<file path="src/rtl/intr_entry_pkg.sv">
package intr_entry_pkg;
  localparam int WORD_W   = 32;
  localparam int BIT_I    = 27;
  localparam int BIT_F    = 26;
  localparam int MODE_W   = 2;
  localparam int NUM_LVL  = 2;
  localparam int LVL_IRQ  = 0;
  localparam int LVL_FIQ  = 1;

  typedef enum logic [MODE_W-1:0] {
    MODE_USR = 2'b00,
    MODE_FIQ = 2'b01,
    MODE_IRQ = 2'b10,
    MODE_SVC = 2'b11
  } mode_e;
endpackage

</file>
<file path="src/rtl/intr_pend.sv">
module intr_pend #(
  parameter int N = 2
) (
  input  logic         clk_i,
  input  logic         rst_ni,
  input  logic [N-1:0] req_i,
  input  logic [N-1:0] clr_i,
  output logic [N-1:0] act_o
);
  logic [N-1:0] pend_q;

  for (genvar g = 0; g < N; g++) begin : g_lvl
    always_ff @(posedge clk_i or negedge rst_ni) begin
      if (!rst_ni) pend_q[g] <= 1'b0;
      else         pend_q[g] <= (pend_q[g] | req_i[g]) & ~clr_i[g];
    end
    assign act_o[g] = pend_q[g] | req_i[g];
  end
endmodule

</file>
<file path="src/rtl/intr_arb.sv">
module intr_arb
  import intr_entry_pkg::*;
(
  input  logic [NUM_LVL-1:0] act_i,
  input  logic               boundary_i,
  input  logic               busy_i,
  input  logic               imask_i,
  input  logic               fmask_i,
  input  logic [MODE_W-1:0]  mode_i,
  output logic [NUM_LVL-1:0] grant_o
);
  logic fiq_ok, irq_ok, open_win;

  always_comb begin
    open_win = boundary_i & ~busy_i;
    fiq_ok   = act_i[LVL_FIQ] & ~fmask_i;
    // normal level is shut out of the fast handler regardless of I
    irq_ok   = act_i[LVL_IRQ] & ~imask_i & (mode_i != MODE_FIQ);
    grant_o  = '0;
    if (open_win) begin
      if (fiq_ok)      grant_o[LVL_FIQ] = 1'b1;
      else if (irq_ok) grant_o[LVL_IRQ] = 1'b1;
    end
  end
endmodule

</file>
<file path="src/rtl/intr_entry.sv">
module intr_entry
  import intr_entry_pkg::*;
#(
  parameter logic [WORD_W-1:0] IRQ_VEC = 32'h18,
  parameter logic [WORD_W-1:0] FIQ_VEC = 32'h1C
) (
  input  logic               clk_i,
  input  logic               rst_ni,
  input  logic [NUM_LVL-1:0] grant_i,
  input  logic [WORD_W-1:0]  status_i,
  output logic               take_o,
  output logic [MODE_W-1:0]  mode_o,
  output logic               imask_o,
  output logic               fmask_o,
  output logic [WORD_W-1:0]  vec_o,
  output logic [WORD_W-1:0]  link_o
);
  always_ff @(posedge clk_i or negedge rst_ni) begin
    if (!rst_ni) begin
      take_o  <= 1'b0;
      mode_o  <= '0;
      imask_o <= 1'b0;
      fmask_o <= 1'b0;
      vec_o   <= '0;
      link_o  <= '0;
    end else begin
      take_o <= |grant_i;
      if (grant_i[LVL_FIQ]) begin
        mode_o  <= MODE_FIQ;
        imask_o <= 1'b1;
        fmask_o <= 1'b1;
        vec_o   <= FIQ_VEC;
        link_o  <= status_i;
      end else if (grant_i[LVL_IRQ]) begin
        mode_o  <= MODE_IRQ;
        imask_o <= 1'b1;
        fmask_o <= status_i[BIT_F];
        vec_o   <= IRQ_VEC;
        link_o  <= status_i;
      end
    end
  end
endmodule

</file>
<file path="src/rtl/intr_entry_ctrl.sv">
module intr_entry_ctrl
  import intr_entry_pkg::*;
#(
  parameter logic [WORD_W-1:0] IRQ_VEC = 32'h18,
  parameter logic [WORD_W-1:0] FIQ_VEC = 32'h1C
) (
  input  logic              clk_i,
  input  logic              rst_ni,
  input  logic              irq_req_i,
  input  logic              fiq_req_i,
  input  logic [WORD_W-1:0] status_i,
  input  logic              boundary_i,
  output logic              take_o,
  output logic [MODE_W-1:0] mode_o,
  output logic              imask_o,
  output logic              fmask_o,
  output logic [WORD_W-1:0] vec_o,
  output logic              link_we_o,
  output logic [WORD_W-1:0] link_data_o
);
  logic [NUM_LVL-1:0] req, act, grant;

  assign req[LVL_IRQ] = irq_req_i;
  assign req[LVL_FIQ] = fiq_req_i;

  intr_pend #(.N(NUM_LVL)) u_pend (
    .clk_i  (clk_i),
    .rst_ni (rst_ni),
    .req_i  (req),
    .clr_i  (grant),
    .act_o  (act)
  );

  intr_arb u_arb (
    .act_i      (act),
    .boundary_i (boundary_i),
    .busy_i     (take_o),
    .imask_i    (status_i[BIT_I]),
    .fmask_i    (status_i[BIT_F]),
    .mode_i     (status_i[MODE_W-1:0]),
    .grant_o    (grant)
  );

  intr_entry #(.IRQ_VEC(IRQ_VEC), .FIQ_VEC(FIQ_VEC)) u_entry (
    .clk_i    (clk_i),
    .rst_ni   (rst_ni),
    .grant_i  (grant),
    .status_i (status_i),
    .take_o   (take_o),
    .mode_o   (mode_o),
    .imask_o  (imask_o),
    .fmask_o  (fmask_o),
    .vec_o    (vec_o),
    .link_o   (link_data_o)
  );

  assign link_we_o = take_o;
endmodule

</file>
<file path="config.mk">
export PLATFORM = sky130hd
export DESIGN_NAME = intr_entry_ctrl
export DESIGN_NICKNAME = d
export VERILOG_FILES = /design/src/rtl/intr_entry_pkg.sv /design/src/rtl/intr_pend.sv /design/src/rtl/intr_arb.sv /design/src/rtl/intr_entry.sv /design/src/rtl/intr_entry_ctrl.sv
export SDC_FILE = /design/constraint.sdc
export NUM_CORES = 1
export LEC_CHECK = 0
export BUFFER_PORTS_ARGS = -buffer_cell sky130_fd_sc_hd__buf_2
export CAP_MARGIN = 0
export CELL_PAD_IN_SITES_DETAIL_PLACEMENT = 1
export CELL_PAD_IN_SITES_GLOBAL_PLACEMENT = 1
export CORE_AREA = 2 2 70 85
export DETAILED_ROUTE_END_ITERATION = 12
export DIE_AREA = 0 0 72 87
export PLACE_DENSITY_LB_ADDON = 0.1
export SKIP_CTS_REPAIR_TIMING = 1
export SYNTH_ARGS = -nofsm -noshare
export SYNTH_HDL_FRONTEND = slang
export SYNTH_SLANG_ARGS = --single-unit
</file>
<file path="constraint.sdc">
create_clock -name clk_i -period 2.5 [get_ports clk_i]
set_input_delay 0.125 -clock clk_i [delete_from_list [all_inputs] [get_ports clk_i]]
set_output_delay 0.125 -clock clk_i [all_outputs]
set_load 0.03 [all_outputs]
</file>
* Word-level counts from Yosys, hierarchy flattened
Cells that the tools add are included.
** Word-level totals
- Word-level logic and storage cells :: 38
- Register bits after elaboration :: 71
- Input port bits :: 37
** Operators by class
- Mux-type cells :: 14
- Reduce and logical (&&, ||, !) cells :: 2
- Equality and inequality tests :: 1
- Bitwise gates (word level) :: 13
** Operators with widths (number)
- 32-bit 2-to-1 mux :: 4
- 1-bit 2-to-1 mux :: 7
- 1-bit bitwise AND :: 6
- 2-bit 2-to-1 mux :: 3
- 1-bit NOT :: 5
- 2-bit by 1-bit inequality test with 1-bit output, second input constant :: 1
- 1-bit OR :: 2
- 2-bit nonzero test :: 1
- 2-bit OR reduction :: 1

* Depth between registers and ports, before layout
Gate-level depths: netlist (run 1).
- Depth in word-level cells :: 8
- Depth in mapped cells :: 5
- Gate-level depth less buffers :: 4

* By module
From an unflattened synthesis (run 1), not the netlist that was laid out.
** Unflattened totals
- Cells, all modules :: 126
- Area total of the unflattened synthesis :: 1861.8 µm²
** By module, submodules not included
- intr_entry :: seq. area each 925.9 µm², times used 1, area each 1732.9 µm², cells an instance 114
- intr_pend :: seq. area each 50.0 µm², times used 1, area each 82.6 µm², cells an instance 6
- intr_arb :: seq. area each 0.0 µm², times used 1, area each 38.8 µm², cells an instance 5
- intr_entry_ctrl :: seq. area each 0.0 µm², times used 1, area each 7.5 µm², cells an instance 1

* Worst setup path after synthesis (run 1)
Ideal clock, no wire load.
- Path kind :: register to register
- Start point :: reg u_entry.take_o
- End point :: reg u_entry.link_o[11]
- Library setup time :: 125 ps
- Clock period less this slack :: 1804 ps
- Cell stages (with the launch flop) :: 6
- Data arrival time :: 1678 ps
- Data required time :: 2375 ps
- Path slack :: 696 ps
- Path through :: dfrtp_1 nand2b_4 a2111oi_4 nor2_2 buf_6 mux2_4
** On the way
- Cells in the longest elaborated chain, start to end :: 4
- Elaborated cells on any way between the ends :: 5
- Classes of those cells :: mux: 2; bitwise: 2; reduce/logical: 1
** Ends and longest elaborated chain
- start: declaration :: line intr_entry.sv:11 : output logic take_o,
- start signal: assignment :: line intr_entry.sv:27 : take_o <= |grant_i;
- 1-bit NOT (*) :: line intr_arb.sv:15 : open_win = boundary_i & ~busy_i;
- 1-bit bitwise AND (*) :: line intr_arb.sv:15
- 2-bit 2-to-1 mux (*) :: line intr_arb.sv:20 : if (open_win) begin
- 32-bit 2-to-1 mux or 2-bit nonzero test (tied branches)
- end signal: assignment :: line intr_entry.sv:33 : link_o <= status_i;
- end signal: assignment :: line intr_entry.sv:39 : link_o <= status_i;
- end: declaration :: line intr_entry.sv:16 : output logic [WORD_W-1:0] link_o
Mark *: on every way between the ends. The rest lies on a longest branch, timed or not.
A chain may end at the register's enable or synchronous reset.

* Final worst setup path (run 1)
- Start point :: reg u_pend.pend_q[1]
- End point :: reg u_entry.link_o[9]
** On the way
- Cells in the longest elaborated chain, start to end :: 5
- Elaborated cells on any way between the ends :: 7
- Classes of those cells :: mux: 4; bitwise: 2; reduce/logical: 1
** Ends and longest elaborated chain
- start: declaration :: line intr_pend.sv:10 : logic [N-1:0] pend_q;
- start signal: indexed assignment :: line intr_pend.sv:15 : else pend_q[g] <= (pend_q[g] | req_i[g]) & ~clr_i[g];
- 1-bit OR (*) :: line intr_pend.sv:17 : assign act_o[g] = pend_q[g] | req_i[g];
- 1-bit bitwise AND (*) :: line intr_arb.sv:16 : fiq_ok = act_i[LVL_FIQ] & ~fmask_i;
- 1-bit 2-to-1 mux :: line intr_arb.sv:21 : if (fiq_ok) grant_o[LVL_FIQ] = 1'b1;
- 2-bit 2-to-1 mux (*) :: line intr_arb.sv:20
- 32-bit 2-to-1 mux or 2-bit nonzero test (tied branches)
Marks and branches as above.

==> results of run 1 <==
[path summary, 6_finish.rpt]
kind | endpoint | slack (ns) | depth (start not counted)
setup / recovery | u_entry.link_o[9]$_DFFE_PN0P_ | 0.32 | 4
hold / removal | u_entry.link_o[28]$_DFFE_PN0P_ | -0.05 | 1
setup reg to reg | u_entry.link_o[9]$_DFFE_PN0P_ | 0.32 | 4
hold reg to reg | u_entry.link_o[7]$_DFFE_PN0P_ | 0.51 | 1
max in group asynchronous | u_entry.fmask_o$_DFFE_PN0P_ | 2.02 | 1
min in group clk_i | u_entry.link_o[14]$_DFFE_PN0P_ | 0.07 | 2
[per-stage QoR]
| step | hold slack, ns | util [%] |
|---|---|---|
| finish | -0.0543 | 40.3 |
| global route | 0.0178 | 40.3 |
| CTS | -0.0130 | 40.3 |
| detailed placement | 0.296 | 38.8 |
| global placement | 0.278 | 38.8 |
| floorplan | -0.171 | - |
[registers in the layout (all words and copies together) (netlist names)]
name             flops
u_pend.pend_q        2
u_entry.vec_o        1
u_entry.link_o      32
u_entry.mode_o       2
u_entry.fmask_o      1
u_entry.take_o       1
[final cells by class]
class	instances	area [µm²]
multi-input combinational	74	686
timing repair buffer	77	385
sequential	39	976
clock buffer	6	82.6
tap	64	80.1
fill	617	3290
inverter	3	11.3
clock inverter	1	5.00
[layer usage]
layer	GRT usage [%]	routed length, µm
met5	0	0
met4	4.12	54
met3	4.17	305
met2	19.9	1750
met1	13.4	1370
[logic make-up (layout without fill, tap and decap cells)]
group / count (synthesis) / after routing
AOI/OAI and AO/OA: 6 / 6
buffers and inverters: 39 / 87
DFF: 39 / 39
muxes: 31 / 31
other: 1 / 29
and+or+nand+nor: 8 / 8
[layout by cell type (no fill, tap or decap)]
cell and count:
buf_2 77, dfrtp_1 39, conb_1 29, mux2_4 28, clkbuf_8 6, nor2_1 3, inv_1 3, mux2_2 3
nand2b_4 1, nor3_2 1, a2111oi_4 1, nor2_4 1, o21ai_1 1, nor2b_1 1, a21o_1 1, or3_1 1
a22o_1 1, o21ai_0 1, a221o_1 1, clkinv_2 1
[power groups by stage]
stage                     sequential (mW)  clock, mW  combinational, mW
final                               0.858      0.416              0.834
after global routing                0.881      0.462              0.883
after CTS                           0.861      0.441              0.846
after detailed placement            0.867          0              0.847
after global placement              0.863          0              0.836
after floorplan                      1.15          0              0.367
[worst max-delay path: stages, from the launching register on]
cell	delay, ns
dfrtp_1	0.37
nor2_1	0.19
nor3_2	0.12
nor2_4	0.95
mux2_2	0.43
==> out/summary.txt, run 1 <==
Outcome = finished, violations left
Failing checks = negative hold slack
Final setup viols = 0
Core area = 5520 µm²
Vias = 1094
Grt total ovfl = 0
CP Launch Point = u_pend.pend_q[1]$_DFF_PN0_
I/O pin cnt = 107
Fin Hold WS = -0.0543 ns
Top post-synthesis cells by area = dfrtp_1 (53%), mux2_4 (23%), buf_4 (13%), buf_6 (1.8%), mux2_2 (1.8%)
Antenna Nets Post-Route = 0
Kind of end point of the critical path = flop
# diodes = 0
WP data arrival = 2.35 ns
Post-Syn Instances = 124
Power Density = 947 nW/µm²
Area Overhead vs Synth = 20.7%
Rel. slew slack = 18.6%
Routed WL = 3.48 mm
First-pass GRT wire length = 5.53 mm
Crit path required time = 2.67 ns
Detail Placement HPWL = 2.60 mm
Placement Rows = 30
Depth of the CTS H-tree = 2
Syn. warnings = 0
Inst Count DP = 257
Top cells by count, synth = dfrtp_1 (39), buf_4 (33), mux2_4 (28)
Synthesized area = 1840 µm²
Area leader, netlist = dfrtp_1
XOR/XNOR Fraction of Synth Area = 0%
Finished Cell Area = 2230 µm²
Share of layout cells above drive strength 1 = 59.5%
Total Power = 2.11 mW
Max_cap viols = 0
Synth Flop Type = dfrtp_1
Setup Skew = 0.00760 ns
WS Path Type = reg -> reg
Actual slew at the worst max-slew pin = 1.22 ns
Die Ht = 87 µm
Distinct cells, synth = 19
Vias in the first global route = 1142
Simple-Gate Fraction of Synth Area = 2.92%
Initial Utilization = 33.4%
Setup TNS = 0 ns
Gp weighted congestion = 0.726
Synth Area in Compound Gates = 3.46%
Final std cells w/o fill = 264
Post-route minimum period = 2.18 ns
Final Hold Vio Count = 39
Worst-path clk slew = 0.07 ns
Most common cell in the netlist = dfrtp_1
Number of synthesized register bits = 39
Post-synthesis sequential area ratio = 52.9%
Sequential Power Share = 40.7%
Initial antenna violation count = 0
Power Internal = 1.31 mW
DRC = 0
Post-synth EDFFs = 0
Synth top area share = 52.9%
CTS Buffer Depth = 2
Clock Latency Late Sink = 0.28 ns
Post-place setup slack = 0.245 ns
CTS tree = done
Die span in x = 72 µm
Final setup margin = 0.319 ns
1st-iter DRT viols = 11
Max Fclk = 458 MHz
Root Driver = clkbuf_8
Mean Syn Cell Area = 14.9 µm²
VDD IR max = 0.000332 V
Clock Sink Count = 39
Die area = 6260 µm²
Reg-to-reg startpoint = u_pend.pend_q[1]$_DFF_PN0_
Mux share of post-synthesis cell area = 24.6%
Final #Nets = 237
Drt wl/cell = 13.2 µm
Drt first pass iters = 3
Net Sw Frac = 37.9%
Vias/cell = 4.14
P_leak = 1.21 nW
Placed Area = 2140 µm²
Element type at the critical path start = flop
Logic pwr share = 39.5%
Maximum number of pins on one net before global-route repair = 40
RSZ-0062 raised after global routing = false
CTS Buf Count = 5
Crit-path max FO = 33
Synth async-reset ratio = 100%
Final period utilization = 87.3%
Combinational family with the most area after synthesis = multiplexers
Sw Pwr = 0.800 mW
Fin. max-slew vios = 0
Clk network pwr share = 19.7%
Port bufs = 77
Worst Hold Class = in -> async
Post-synthesis adder-cell area fraction = 0%
GRT Util Overall = 11.6%
No activity file was read; power rests on OpenSTA's default activity.
==> run 2: changes to the inputs <==
--- a/config.mk
+++ b/config.mk
@@ -12,6 +12,7 @@
 export CORE_AREA = 2 2 70 85
 export DETAILED_ROUTE_END_ITERATION = 12
 export DIE_AREA = 0 0 72 87
+export MAX_ROUTING_LAYER = met4
 export PLACE_DENSITY_LB_ADDON = 0.1
 export SKIP_CTS_REPAIR_TIMING = 1
 export SYNTH_ARGS = -nofsm -noshare
==> run 2 against run 1 <==
  * The run still ends with negative hold slack left
  * Total power barely moved
  * Cell count did not move
  * Count of clock-buffer cells in the layout did not move
  * Flip-flop and latch count did not move
  * Clock power barely moved
  * Sequential share of layout area did not move
  * Critical endpoint unchanged
==> out/summary.txt, run 2 (same netlist as run 1, synthesis figures left out) <==
Outcome = finished, violations left
Failing checks = negative hold slack
Actual slew at the worst max-slew pin = 1.22 ns (-0.000795 ns)
Worst Reg-to-Reg Cells = 4 (unchanged)
Fin. max-slew vios = 0 (unchanged)
Vias/cell = 4.15 (+0.18%)
Worst Path Buf+Inv = 0 (unchanged)
Reg2reg setup slack = 0.32 ns (about the same)
Crit-path max FO = 33 (unchanged)
Drt wl/cell = 13.2 µm (-0.11%)
Power Density = 947 nW/µm² (about the same)
Crit path largest cell delay = 0.95 ns (about the same)
Final Hold Vio Count = 39 (unchanged)
Regs by FF count = u_entry.link_o: 32 flops, u_entry.mode_o: 2 flops, u_pend.pend_q: 2 flops
Worst reg2reg endpoint = u_entry.link_o[9]$_DFFE_PN0P_
1st-iter DRT viols = 11 (unchanged)
WS Path Type = reg -> reg
RSZ-0062 raised after global routing = false
Total Power = 2.11 mW (about the same)
Root Driver = clkbuf_8
Top cell family by delay on the critical path = simple AND/OR/NAND/NOR gates
Share of layout cells above drive strength 1 = 59.5% (unchanged)
Largest Register = u_entry.link_o
Placement Rows = 30 (unchanged)
Final setup viols = 0 (unchanged)
Setup Skew = 0.00760 ns (unchanged)
Worst-path clk slew = 0.07 ns (about the same)
Most common cell after layout, fill and taps aside = buf_2
Antenna Nets Post-Route = 0 (unchanged)
Clock Latency Late Sink = 0.28 ns (about the same)
GRT Util Overall = 12.0% (+0.34 points)
CP Launch Point = u_pend.pend_q[1]$_DFF_PN0_
Gp weighted congestion = 0.735 (+1.2%)
Max reg flops = 32 (unchanged)
VDD IR max = 0.000332 V (about the same)
Crit path required time = 2.67 ns (about the same)
Drt first pass iters = 3 (unchanged)
CP cell instances = nor2_1, nor3_2, nor2_4, mux2_2
Final period utilization = 87.2% (about the same)
CTS tree = done
Fin Hold WS = -0.0543 ns (-0.00000750 ns)
Initial Utilization = 33.4% (unchanged)
Die Ht = 87 µm (unchanged)
DRC = 0 (unchanged)
Worst Hold Class = in -> async
WP data arrival = 2.35 ns (about the same)
Placed Area = 2140 µm² (unchanged)
Max_cap viols = 0 (unchanged)
Element type at the critical path start = flop
Port bufs = 77 (unchanged)
Most frequent cells in the layout = buf_2 (77), dfrtp_1 (39), conb_1 (29)
Area Overhead vs Synth = 20.7% (unchanged)
Final core utilization = 40.3% (unchanged)
Final #Nets = 237 (unchanged)
Maximum number of pins on one net before global-route repair = 40 (unchanged)
Max Fclk = 459 MHz (about the same)
Core area = 5520 µm² (unchanged)
Die area = 6260 µm² (unchanged)
Routed WL = 3.48 mm (-0.11%)
Post-route minimum period = 2.18 ns (-0.000607 ns)
Finished Cell Area = 2230 µm² (unchanged)
Vias = 1096 (+0.18%)
CP max-delay cell = nor2_4
CTS Buffer Depth = 2 (unchanged)
P_leak = 1.21 nW (unchanged)
CTS Buf Count = 5 (unchanged)
Kind of end point of the critical path = flop
Reg-to-reg startpoint = u_pend.pend_q[1]$_DFF_PN0_
I/O pin cnt = 107 (unchanged)
Initial antenna violation count = 0 (unchanged)
First-pass GRT wire length = 5.53 mm (unchanged)
Setup TNS = 0 ns (unchanged)
# diodes = 0 (unchanged)
Vias in the first global route = 1142 (unchanged)
Grt total ovfl = 0 (unchanged)
Detail Placement HPWL = 2.60 mm (unchanged)
Die span in x = 72 µm (unchanged)
Clock Sink Count = 39 (unchanged)
Depth of the CTS H-tree = 2 (unchanged)
Rel. slew slack = 18.6% (+0.053 points)
## run 2: cell counts in the layout (fill, tap and decap cells not counted)
No cell type changed its count.
## run 2: area by class of cell
cell class | instances | area, µm²
Timing Repair Buffer | 77 | 385
Sequential cell | 39 | 976
Clock buffer | 6 | 82.6
Tap cell | 64 | 80.1
Multi-Input combinational cell | 74 | 686
Fill cell | 617 | 3290
Clock inverter | 1 | 5.00
Inverter | 3 | 11.3
## run 2: power by group
group          total [mW]  leakage, nW  switching (mW)  internal (mW)
Clock               0.416       0.0470           0.200          0.216
Combinational       0.834        0.709           0.519          0.315
Sequential          0.858        0.451          0.0812          0.777
Total                2.11         1.21           0.800           1.31
## run 2: metrics by stage
stage	hold WS, ns	cells	setup slack (ns)
4_1_cts	-0.0130	264	0.231
3_5_place_dp	0.296	257	0.245
6_report	-0.0543	264	0.319
2_1_floorplan	-0.171	152	0.696
3_3_place_gp	0.278	257	0.366
5_1_grt	0.0178	264	0.171
## run 2: worst max-delay path by stage
| stage | endpoint | cells past startpoint |
|---|---|---|
| 2_1_floorplan | u_entry.link_o[11]$_DFFE_PN0P_ | 5 |
| 3_3_place_gp | u_entry.link_o[8]$_DFFE_PN0P_ | 4 |
| 3_5_place_dp | u_entry.link_o[9]$_DFFE_PN0P_ | 4 |
| 4_1_cts | u_entry.link_o[9]$_DFFE_PN0P_ | 4 |
| 5_1_grt | u_entry.link_o[9]$_DFFE_PN0P_ | 4 |
| 6_report | u_entry.link_o[9]$_DFFE_PN0P_ | 4 |
## run 2: worst register-to-register path: stages (launching register included)
cell,delay (ns)
dfrtp_1,0.37
nor2_1,0.19
nor3_2,0.12
nor2_4,0.95
mux2_2,0.44
## run 2: routing by layer
metal | vias to the layer above | GRT usage, % | routed length, µm
met3 | 6 | 3.94 | 288
li1 | 501 | - | -
met2 | 57 | 19.9 | 1750
met1 | 532 | 13.5 | 1380
met4 | 0 | 4.12 | 54
met5 | - | - | 0
==> run 3: changes to the inputs <==
--- a/config.mk
+++ b/config.mk
@@ -5,13 +5,14 @@
 export SDC_FILE = /design/constraint.sdc
 export NUM_CORES = 1
 export LEC_CHECK = 0
+export ABC_AREA = 1
 export BUFFER_PORTS_ARGS = -buffer_cell sky130_fd_sc_hd__buf_2
 export CAP_MARGIN = 0
 export CELL_PAD_IN_SITES_DETAIL_PLACEMENT = 1
 export CELL_PAD_IN_SITES_GLOBAL_PLACEMENT = 1
-export CORE_AREA = 2 2 70 85
+export CORE_AREA = 2 2 72 88
 export DETAILED_ROUTE_END_ITERATION = 12
-export DIE_AREA = 0 0 72 87
+export DIE_AREA = 0 0 74 90
 export MAX_ROUTING_LAYER = met4
 export PLACE_DENSITY_LB_ADDON = 0.1
 export SKIP_CTS_REPAIR_TIMING = 1
==> run 3 against run 2 <==
  * The flow still finishes with violations (negative hold slack)
  * Flip-flop and latch count stayed put
  * Hold slack better by 0.0081 ns
  * Fmax rose by 22%
  * Non-clock buffer count did not move
  * Count of clock-buffer cells in the layout is the same
  * Synthesized area up 0.27%
  * Global-route usage is 2.2 points higher
  * Synthesized cell count is 62% higher
==> out/summary.txt, run 3 <==
Clock Sink Count = 39 (unchanged)
Failing checks = negative hold slack
Fin. max-slew vios = 0 (unchanged)
Final setup margin = 0.713 ns (+0.394 ns)
Crit-path max FO = 37 (+12%)
Detail Placement HPWL = 3.01 mm (+16%)
Maximum number of pins on one net before global-route repair = 40 (unchanged)
CTS tree = done
Mean Syn Cell Area = 9.20 µm² (-38%)
Largest Register = u_entry.link_o
Drt first pass iters = 4 (+1)
Post-place setup slack = 0.646 ns (+0.401 ns)
Initial Utilization = 31.6% (-1.8 points)
Final Hold Vio Count = 39 (unchanged)
WS Path Type = reg -> reg
Setup TNS = 0 ns (unchanged)
Most frequent cells in the layout = buf_2 (77), nand2_1 (68), dfrtp_1 (39)
Initial antenna violation count = 0 (unchanged)
Distinct cells, synth = 18 (-1)
Grt total ovfl = 0 (unchanged)
Post-Syn Instances = 201 (+62%)
Top post-synthesis cells by area = dfrtp_1 (53%), buf_4 (15%), nand2_1 (14%), nand3_1 (8.9%), buf_6 (1.8%)
Max_cap viols = 0 (unchanged)
CP Launch Point = u_entry.take_o$_DFF_PN0_
Final setup viols = 0 (unchanged)
Final #Nets = 308 (+30%)
Die Ht = 90 µm (+3.4%)
Vias/cell = 4.15 (about the same)
Worst reg2reg endpoint = u_entry.link_o[31]$_DFFE_PN0P_
Drt wl/cell = 12.7 µm (-3.8%)
Rel. slew slack = 40.1% (+21 points)
VDD IR max = 0.000348 V (+4.8%)
Depth of the CTS H-tree = 2 (unchanged)
Actual slew at the worst max-slew pin = 0.898 ns (-0.319 ns)
Share of layout cells above drive strength 1 = 33.8% (-26 points)
Synth async-reset ratio = 100% (unchanged)
Syn. warnings = 0 (unchanged)
Vias in the first global route = 1480 (+30%)
P_leak = 1.28 nW (+6.3%)
Synth Flop Type = dfrtp_1
Power Density = 950 nW/µm² (+0.32%)
Setup Skew = 0.00478 ns (-0.00282 ns)
Core area = 5860 µm² (+6.1%)
Synthesized area = 1850 µm² (+0.27%)
First-pass GRT wire length = 7.16 mm (+30%)
Max Fclk = 560 MHz (+22%)
Gp weighted congestion = 0.732 (-0.39%)
I/O pin cnt = 107 (unchanged)
Post-synthesis sequential area ratio = 52.8% (-0.14 points)
Top cells by count, synth = nand2_1 (68), dfrtp_1 (39), buf_4 (36), nand3_1 (33), nor2_1 (4)
Routed WL = 4.49 mm (+29%)
Kind of end point of the critical path = flop
Outcome = finished, violations left
Antenna Nets Post-Route = 0 (unchanged)
Number of synthesized register bits = 39 (unchanged)
Reg2reg setup slack = 0.71 ns (+0.39 ns)
Regs by FF count = u_entry.link_o: 32 flops, u_entry.mode_o: 2 flops, u_pend.pend_q: 2 flops
Die span in x = 74 µm (+2.8%)
Worst Reg-to-Reg Cells = 7 (+3)
Most common cell after layout, fill and taps aside = buf_2
Area Overhead vs Synth = 21.2%
Most common cell in the netlist = nand2_1
Max reg flops = 32 (unchanged)
CTS Buffer Depth = 2 (unchanged)
WP data arrival = 2.01 ns (-0.34 ns)
Placement Rows = 31 (+3.3%)
Area leader, netlist = dfrtp_1
Port bufs = 77 (unchanged)
Post-route minimum period = 1.79 ns (-0.394 ns)
CTS Buf Count = 5 (unchanged)
DRC = 0 (unchanged)
Clock Latency Late Sink = 0.29 ns (about the same)
# diodes = 0 (unchanged)
GRT Util Overall = 14.1% (+2.2 points)
Reg-to-reg startpoint = u_entry.take_o$_DFF_PN0_
Fin Hold WS = -0.0462 ns (+0.00807 ns)
Synth top area share = 52.8% (-0.14 points)
Vias = 1470 (+34%)
Crit path required time = 2.73 ns (+0.06 ns)
Worst-path clk slew = 0.08 ns (about the same)
Worst Hold Class = in -> async
1st-iter DRT viols = 74 (+63)
Element type at the critical path start = flop
Post-synth EDFFs = 0 (unchanged)
RSZ-0062 raised after global routing = false
Final period utilization = 71.5% (-16 points)
Die area = 6660 µm² (+6.3%)
Root Driver = clkbuf_8
==> run 3: cell types whose count changed after synthesis, moves of 2 or more <==
cell	delta
nand2_1	+68
nand3_1	+33
mux2_4	-28
buf_2	+3
buf_4	+3
mux2_2	-3
nand4_1	+2
==> run 3: stage by stage <==
step	total power, mW	cell area, µm²	cells	utilization, %
after global placement	1.59	2120	346	36.3
after detailed placement	1.60	2120	346	36.3
final	2.13	2240	354	38.3
after floorplan	1.41	1950	229	-
after global routing	2.25	2240	354	38.3
after CTS	2.16	2240	354	38.3
==> run 3: layout make-up <==
| cell class | count | area [µm²] |
|---|---|---|
| Fill cell | 744 | 3620 |
| Sequential cell | 39 | 976 |
| Multi-Input combinational cell | 144 | 642 |
| Timing Repair Buffer | 77 | 385 |
| Tap cell | 82 | 103 |
| Clock buffer | 6 | 82.6 |
| Clock inverter | 2 | 35.0 |
| Inverter | 4 | 17.5 |
==> run 3: power breakdown <==
group | total, mW | internal (mW) | leakage [nW] | switching (mW)
clock network | 0.555 | 0.323 | 0.0612 | 0.231
registers | 0.843 | 0.767 | 0.473 | 0.0761
logic | 0.731 | 0.195 | 0.749 | 0.536
==> run 3: worst max path at each step <==
stage                                     endpoint  slack, ns  cells after the start
detailed placement  u_entry.link_o[31]$_DFFE_PN0P_       0.65                      7
global placement    u_entry.link_o[22]$_DFFE_PN0P_       0.74                      7
finish              u_entry.link_o[31]$_DFFE_PN0P_       0.71                      7
global route         u_entry.link_o[5]$_DFFE_PN0P_       0.48                      7
CTS                 u_entry.link_o[31]$_DFFE_PN0P_       0.64                      7
floorplan              u_entry.fmask_o$_DFFE_PN0P_       1.13                      7
==> run 3: logic make-up (layout without fill, tap and decap cells) <==
group,after synthesis,in the layout,synth area share (%)
other cells,1,29,0.203
simple gates,113,113,27.5
buf+inv,46,89,18.2
compound gates,2,2,1.35
flops,39,39,52.8
==> run 3: per-layer routing <==
layer	vias to the layer above	wire [µm]	global-route usage (%)
met4	0	55	4.09
met2	61	2080	21.1
met3	5	372	4.48
li1	711	-	-
met5	-	0	-
met1	693	1980	18.2
==> run 3: critical path: stages (launching register included) <==
cell,delay (ns)
dfrtp_1,0.39
inv_1,0.07
nand2_1,0.10
nor2_4,0.14
nand3_4,0.38
nand2_4,0.45
nand2_1,0.10
nand2_1,0.07
